**config.mk**
```make
export PLATFORM = sky130hd
export DESIGN_NAME = amap_top
export DESIGN_NICKNAME = d
export VERILOG_FILES = /design/src/rtl/amap_pkg.sv /design/src/rtl/amap_rst_sync.sv /design/src/rtl/amap_zone.sv /design/src/rtl/amap_xlate.sv /design/src/rtl/amap_top.sv
export SDC_FILE = /design/constraint.sdc
export NUM_CORES = 1
export LEC_CHECK = 0
export CORE_MARGIN = 2
export CORE_UTILIZATION = 38
export DETAILED_ROUTE_END_ITERATION = 8
export DONT_BUFFER_PORTS = 1
export PLACE_DENSITY = 0.54
export SYNTH_ARGS = -nofsm -noshare
export SYNTH_HDL_FRONTEND = slang
export SYNTH_SLANG_ARGS = --single-unit
```
**constraint.sdc**
```tcl
create_clock -name clk -period 2.65 [get_ports clk]
set_input_delay 0.1325 -clock clk [delete_from_list [all_inputs] [get_ports clk]]
set_output_delay 0.1325 -clock clk [all_outputs]
set_load 0.02 [all_outputs]
```
**src/rtl/amap_pkg.sv**
```systemverilog
package amap_pkg;
  typedef enum logic [1:0] {
    MAP_ILV     = 2'd0,
    MAP_SEQ     = 2'd1,
    MAP_MIX     = 2'd2,
    MAP_ILV_ALT = 2'd3
  } map_mode_e;

  localparam logic CH_A = 1'b0;
  localparam logic CH_B = 1'b1;
endpackage

```
**src/rtl/amap_rst_sync.sv**
```systemverilog
module amap_rst_sync (
  input  logic clk,
  input  logic rst_n,
  output logic rst_sync_n
);
  logic [1:0] sync_q;

  always_ff @(posedge clk or negedge rst_n) begin
    if (!rst_n) sync_q <= 2'b00;
    else        sync_q <= {sync_q[0], 1'b1};
  end

  assign rst_sync_n = sync_q[1];
endmodule

```
**src/rtl/amap_zone.sv**
```systemverilog
// Derives zone boundaries and limits from the configured capacities.
module amap_zone
  import amap_pkg::*;
#(
  parameter int CAP_W = 25,
  parameter int SUM_W = 28
) (
  input  logic [1:0]       mode,
  input  logic [CAP_W-1:0] cap_a,
  input  logic [CAP_W-1:0] cap_b,
  output logic             seq_en,
  output logic [SUM_W-1:0] zone_lim,
  output logic [SUM_W-1:0] top_lim,
  output logic [SUM_W-1:0] min_cap,
  output logic [SUM_W-1:0] split,
  output logic             big_ch
);
  map_mode_e        mode_e;
  logic [SUM_W-1:0] a_x;
  logic [SUM_W-1:0] b_x;
  logic [SUM_W-1:0] sum;

  always_comb begin
    mode_e   = map_mode_e'(mode);
    a_x      = SUM_W'(cap_a);
    b_x      = SUM_W'(cap_b);
    min_cap  = (a_x < b_x) ? a_x : b_x;
    sum      = a_x + b_x;
    zone_lim = min_cap << 1;
    big_ch   = (a_x >= b_x) ? CH_A : CH_B;
    split    = b_x;
    seq_en   = (mode_e == MAP_SEQ);
    case (mode_e)
      MAP_SEQ, MAP_MIX: top_lim = sum;
      default:          top_lim = (min_cap == '0) ? sum : zone_lim;
    endcase
  end
endmodule

```
**src/rtl/amap_xlate.sv**
```systemverilog
// Translates a line index into channel, local line index and range flag.
module amap_xlate
  import amap_pkg::*;
#(
  parameter int LINE_W = 26,
  parameter int SUM_W  = 28
) (
  input  logic [LINE_W-1:0] line,
  input  logic              seq_en,
  input  logic [SUM_W-1:0]  zone_lim,
  input  logic [SUM_W-1:0]  top_lim,
  input  logic [SUM_W-1:0]  min_cap,
  input  logic [SUM_W-1:0]  split,
  input  logic              big_ch,
  output logic              ch,
  output logic [LINE_W-1:0] loc,
  output logic              oor
);
  logic [SUM_W-1:0] line_x;
  logic [SUM_W-1:0] diff;

  always_comb begin
    line_x = SUM_W'(line);
    oor    = (line_x >= top_lim);
    ch     = CH_A;
    diff   = '0;
    if (seq_en) begin
      if (line_x < split) begin
        ch   = CH_B;
        diff = line_x;
      end else begin
        ch   = CH_A;
        diff = line_x - split;
      end
    end else if (line_x < zone_lim) begin
      ch   = line[0];
      diff = line_x >> 1;
    end else begin
      ch   = big_ch;
      diff = line_x - min_cap;
    end
    loc = LINE_W'(diff);
  end
endmodule

```
**src/rtl/amap_top.sv**
```systemverilog
module amap_top
  import amap_pkg::*;
#(
  parameter int ADDR_W   = 32,
  parameter int LINE_LG2 = 6,
  parameter int CAP_W    = 25
) (
  input  logic              clk,
  input  logic              rst_n,
  input  logic              i_vld,
  input  logic [ADDR_W-1:0] i_addr,
  input  logic [1:0]        i_mode,
  input  logic [CAP_W-1:0]  i_cap_a,
  input  logic [CAP_W-1:0]  i_cap_b,
  output logic              o_vld,
  output logic              o_ch,
  output logic [ADDR_W-1:0] o_addr,
  output logic              o_oor
);
  localparam int LINE_W = ADDR_W - LINE_LG2;
  localparam int SUM_W  = ((LINE_W > CAP_W) ? LINE_W : CAP_W) + 2;

  logic              rst_sync_n;
  logic              seq_en;
  logic              big_ch;
  logic [SUM_W-1:0]  zone_lim;
  logic [SUM_W-1:0]  top_lim;
  logic [SUM_W-1:0]  min_cap;
  logic [SUM_W-1:0]  split;
  logic              x_ch;
  logic              x_oor;
  logic [LINE_W-1:0] x_loc;

  logic              vld_q,  vld_d;
  logic              oor_q,  oor_d;
  logic              ch_q,   ch_d;
  logic [ADDR_W-1:0] addr_q, addr_d;
  logic              upd_en;

  amap_rst_sync u_rst (
    .clk        (clk),
    .rst_n      (rst_n),
    .rst_sync_n (rst_sync_n)
  );

  amap_zone #(.CAP_W(CAP_W), .SUM_W(SUM_W)) u_zone (
    .mode     (i_mode),
    .cap_a    (i_cap_a),
    .cap_b    (i_cap_b),
    .seq_en   (seq_en),
    .zone_lim (zone_lim),
    .top_lim  (top_lim),
    .min_cap  (min_cap),
    .split    (split),
    .big_ch   (big_ch)
  );

  amap_xlate #(.LINE_W(LINE_W), .SUM_W(SUM_W)) u_xlate (
    .line     (i_addr[ADDR_W-1:LINE_LG2]),
    .seq_en   (seq_en),
    .zone_lim (zone_lim),
    .top_lim  (top_lim),
    .min_cap  (min_cap),
    .split    (split),
    .big_ch   (big_ch),
    .ch       (x_ch),
    .loc      (x_loc),
    .oor      (x_oor)
  );

  // Next-state
  always_comb begin
    upd_en = i_vld & ~x_oor;
    vld_d  = i_vld;
    oor_d  = i_vld & x_oor;
    ch_d   = upd_en ? x_ch : ch_q;
    addr_d = upd_en ? {x_loc, i_addr[LINE_LG2-1:0]} : addr_q;
  end

  // Registers
  always_ff @(posedge clk or negedge rst_sync_n) begin
    if (!rst_sync_n) begin
      vld_q  <= 1'b0;
      oor_q  <= 1'b0;
      ch_q   <= CH_A;
      addr_q <= '0;
    end else begin
      vld_q  <= vld_d;
      oor_q  <= oor_d;
      ch_q   <= ch_d;
      addr_q <= addr_d;
    end
  end

  assign o_vld  = vld_q;
  assign o_oor  = oor_q;
  assign o_ch   = ch_q;
  assign o_addr = addr_q;
endmodule

```
# ---- Word level (Yosys, flattened, before mapping)
# Index checks and enable logic that the tools add are counted.
dict set report word_totals {
  regBits 37
  output_inout_bits 35
}
dict set report classes {
  reduce_logical 2
  eq_ne 2
  n_addsub 3
  bitwise 3
  mux 10
  magnitude_cmp 5
}
# cell count
set op_table {}
lappend op_table {{$mux W26} 3}
lappend op_table {{$mux W28} 2}
lappend op_table {{$sub A26 B25 Y26} 2}
lappend op_table {{$ge A26 B28 Y1} 1}
lappend op_table {{$logic_not A28 Y1} 1}
lappend op_table {{$add A25 B25 Y26} 1}
lappend op_table {{$lt A26 B25 Y1} 1}
lappend op_table {{$lt A26 B26 Y1} 1}
lappend op_table {{$ge A25 B25 Y1} 1}
lappend op_table {{$lt A25 B25 Y1} 1}
lappend op_table {{$mux W25} 1}
lappend op_table {{$mux W1} 4}
lappend op_table {{$and A1 B1 Y1} 2}
lappend op_table {{$eq A2 B1 Y1 const B} 1}
lappend op_table {{$eq A2 B2 Y1 const B} 1}
lappend op_table {{$reduce_or A2 Y1} 1}
lappend op_table {{$not A1 Y1} 1}

# ---- Logic depth before layout (Yosys ltp)
dict set report depth {
  ltp_word 8
  mapped_depth 27
  depth_no_buf 22
}

# ---- Cells and area by module
# From an unflattened synthesis, not the netlist that was laid out.
dict set report hier_totals {
  cells_unflattened 1196
  hier_area_um2 9332.7
}
# mod n_inst area_each_um2 cells_per_inst
set by_module_without_submodules {}
lappend by_module_without_submodules {amap_xlate 1 4684.5 676}
lappend by_module_without_submodules {amap_zone 1 3141.8 443}
lappend by_module_without_submodules {amap_top 1 1452.6 74}
lappend by_module_without_submodules {amap_rst_sync 1 53.8 3}

# ---- Least setup slack after synthesis
# No wires, ideal clock.
dict set report synth_timing {
  path_type {input to register}
  from {in i_cap_b[19]}
  to {reg addr_q[0], in the netlist o_addr[0]}
  arrival_ps 4492
  cell_stages 23
  path_buffers 5
  slack_ps -1967
  cell_sequence {inv_1 -> ha_1 -> clkbuf_1 -> nand4_1 -> nor4_2 -> o311ai_1 -> nand4_1 -> buf_2 -> a31oi_1 -> o21ai_2 -> buf_4 -> mux2_1 -> ha_1 -> a21o_1 -> a21o_1 -> a21oi_1 -> a2111oi_0 -> o21ai_1 -> nand2_1 -> or2_1 -> clkbuf_1 -> clkbuf_1 -> mux2_2}
}
dict set report synth_via {
  elab_chain_cells 8
}
# element line
set synth_lines {}
lappend synth_lines {{start, declared} amap_top.sv:14} ;# input logic [CAP_W-1:0] i_cap_b,
lappend synth_lines {{$lt A25 B25 Y1} amap_zone.sv:27} ;# min_cap = (a_x < b_x) ? a_x : b_x;
lappend synth_lines {{$mux W25} amap_zone.sv:27}
lappend synth_lines {{$logic_not A28 Y1} amap_zone.sv:35} ;# default: top_lim = (min_cap == '0) ? sum : zone_lim;
lappend synth_lines {{$mux W28} amap_zone.sv:35}
lappend synth_lines {{$mux W28 *} amap_zone.sv:33} ;# case (mode_e)
lappend synth_lines {{$ge A26 B28 Y1 *} amap_xlate.sv:24} ;# oor = (line_x >= top_lim);
lappend synth_lines {{$not A1 Y1 *} amap_top.sv:73} ;# upd_en = i_vld & ~x_oor;
lappend synth_lines {{$and A1 B1 Y1 *} amap_top.sv:73}
lappend synth_lines {{end signal, assigned} amap_top.sv:91} ;# addr_q <= addr_d;
lappend synth_lines {{end, declared} amap_top.sv:37} ;# logic [ADDR_W-1:0] addr_q, addr_d;
# Every way passes the cells marked *; elsewhere a longest branch is shown, timed or not.
# A chain may end at the register's enable or synchronous reset.

# ---- Final worst setup path
dict set report layout_timing {
  from {in i_cap_b[23]}
  to {reg addr_q[18], in the netlist o_addr[18]}
}
dict set report layout_via {
  elab_chain_cells 8
}
# element line
set layout_lines {}
lappend layout_lines {{$lt A25 B25 Y1} amap_zone.sv:27}
lappend layout_lines {{$mux W25} amap_zone.sv:27}
lappend layout_lines {{$logic_not A28 Y1} amap_zone.sv:35}
lappend layout_lines {{$mux W28} amap_zone.sv:35}
lappend layout_lines {{$mux W28} amap_zone.sv:33}
lappend layout_lines {{$ge A26 B28 Y1} amap_xlate.sv:24}
lappend layout_lines {{$not A1 Y1} amap_top.sv:73}
lappend layout_lines {{$and A1 B1 Y1} amap_top.sv:73}
# Several ways; a longest one is shown, not always the timed one.

==> qor.txt <==
warnings from Yosys - 0
die width - 148 um
Main synth FF type - dfrtp_1
final net count - 1578
CTS HTree Levels - 2
post-synthesis sequential area ratio - 11.7%
max-slew violations - 0
Detail Route Antenna Nets - 0
worst setup margin - -1.63 ns
drt total wl - 29.2 mm
CTS clock-pin slew for the worst setup and hold paths - 0.05 ns
kind of critical path - input pin to flip-flop
Crit. End Element - flip-flop
core area - 20400 um^2
Hold Path Class - input pin to flip-flop
first-pass GRT wire length - 43.8 mm
FP Rows - 52
initial antenna violation count - 0
placed cell area - 10400 um^2
Top Ports - 122
Layout area overhead - 52.5%
largest cells by area after synthesis - ha_1 (24%), dfrtp_1 (12%), a21oi_1 (6.8%), xnor2_1 (5.2%), mux2i_1 (4.7%)
share of layout cells above drive strength 1 - 37.0%
crit-path max cell delay - 0.31 ns
clock tree sinks - 37
per-cell routed wire length - 18.1 um
post-route clock skew - 0.00431 ns
CP most frequent cell - nand4_1
asr flop ratio synth - 100%
total die area - 22000 um^2
cell area after synthesis - 7910 um^2
Mapped Avg Cell Area - 7.77 um^2
CP delay by family, top - simple AND/OR/NAND/NOR gates
GRT Total Usage - 25.0%
antenna cells - 0
crit start category - input pin
Max FO, Critical Path - 16
PwrDens - 456 nW/um^2
number of synthesized flops with an enable pin - 0
most common cell in the netlist - ha_1
Slowest-stage cell, CP - ha_1
Worst-Skew Late Latency - 0.28 ns
total of max-cap violations - 0
post-synth top area share - 23.9%
DR iter-0 viols - 410
FF-to-FF path depth - 1
Tmin final - 4.28 ns
routability cong. - 0.907
Req. time, crit path - 2.82 ns
Cells after Synth - 1018
VDD IR max - 315 uV
Vias/cell - 5.42
TritonCTS clock tree - done
routed vias - 8711
Design Area, Final - 12100 um^2
clock tree buffer depth - 2
largest net degree at the start of global routing - 36
status - finished, violations left
relative slew slack - 63.2%
fmax - 234 MHz
Yosys reg bits - 37
commonest cells in the netlist - ha_1 (151), a21oi_1 (108), nor2_1 (75), nand2_1 (74), inv_1 (61)
fraction of the cycle the final worst path needs - 161%
I/O Buffers - 0
RSZ-0062 raised after global routing - true
Post-Syn Nets - 1259
Worst Tran Pin Value - 0.553 ns
vias in the first global route - 8473
Worst Hold Depth - 1
TritonCTS Buffers - 5
Root Driver - clkbuf_16
drt pass-1 iters - 6
leakage power - 5.63 nW
final setup fails - 34
CP Data Arrival Time - 4.45 ns
WP buf/inv - 7
critical path depth - 27
total grt overflow - 0
hpwl dp - 23.3 mm
initial core utilization - 38.9%
failing checks - negative setup slack
Post-route DRC - 0
Fin. Hold Viols - 0
post-synthesis cell type count - 76
die height - 148 um
cell taking the most area after synthesis - ha_1
Pwr Total - 0.00550 W
-- area by class of cell --
type | count | area, um^2
fill | 1837 | 8300
inverter | 63 | 240
multi-input combinational | 885 | 7450
tap | 270 | 338
clock buffer | 5 | 125
sequential | 37 | 926
clock inverter | 3 | 68.8
timing repair buffer | 345 | 2920
-- per-layer routing --
metal / track usage [%] / up-vias / share of wire, %
li1: - / 4434 / -
met1: 35.2 / 4017 / 47
met2: 41.5 / 244 / 46
met3: 2.82 / 16 / 6.4
met4: 4.76 / 0 / 1.1
met5: 0 / - / 0
-- layout by cell type, fill, tap and decap left out, drive strengths merged, types with 10 or more instances in the layout --
master,instances
nor2,75
a31oi,10
nor4,16
o21ai,78
xor2,17
a21o,28
nand2b,13
nor2b,15
nand2,74
a21oi,109
ha,151
nor3,21
o21bai,18
buf,337
mux2,18
dfrtp,37
nand4,15
xnor2,47
inv,62
nand3,13
mux2i,37
-- final timing paths --
check                                            end                      start  slack [ns]
setup / recovery              o_addr[18]$_DFFE_PN0P_                i_cap_b[23]       -1.63
hold / removal                 o_addr[5]$_DFFE_PN0P_                  i_addr[5]       0.005
setup reg to reg              o_addr[31]$_DFFE_PN0P_     o_addr[31]$_DFFE_PN0P_        1.70
hold reg to reg               o_addr[27]$_DFFE_PN0P_  u_rst.sync_q[1]$_DFF_PN0_        0.27
max in group asynchronous     o_addr[11]$_DFFE_PN0P_  u_rst.sync_q[1]$_DFF_PN0_        2.08
min in group asynchronous  u_rst.sync_q[1]$_DFF_PN0_                      rst_n        0.09
-- flip-flops by register name, summed over array words and instances (netlist names) --
| signal | count |
|---|---|
| o_ch | 1 |
| o_addr | 32 |
| o_oor | 1 |
| u_rst.sync_q | 2 |
| o_vld | 1 |
-- stage by stage --
step           setup WS [ns]  hold slack (ns)  setup TNS (ns)  std cells  util (%)
4_1_cts                -1.55         0.000861          -49.66       1578      55.8
6_report               -1.63          0.00452          -52.78       1608      59.3
5_1_grt                -1.81          0.00316          -58.43       1608      59.3
3_5_place_dp           -2.16           -0.163          -69.68       1546      51.3
3_3_place_gp           -2.10           -0.163          -68.31       1546      51.3
2_1_floorplan          -1.57           -0.163          -49.32       1018         -
-- cells by family (layout without fill, tap and decap cells) --
logic type,after synthesis,in the layout,share of synthesized area [%]
compound gates,334,334,27.2
xor+xnor,64,64,7.08
fa+ha+maj,154,154,24.6
buf+inv,96,416,4.93
flops,37,37,11.7
mux,55,55,7.24
other cells,1,1,0.0474
simple gates,277,277,17.2
-- power by group --
part	switching (W)	internal, W
clock	0.000219	0.000542
combinational	0.00165	0.00192
sequential	0.000403	0.000770
-- repair_timing --
| action | 4_1_cts | 5_1_grt |
|---|---|---|
| setup endpoints to repair | 34 | 34 |
| gates resized for setup | 83 | 95 |
| pin swaps | 32 | 26 |
| gates cloned | 4 | 4 |
| setup buffers | 19 | 27 |
| hold buffers | 3 | 1 |
| endpoints found under the hold margin | 5 | 1 |
(Power assumes the default switching activity.)
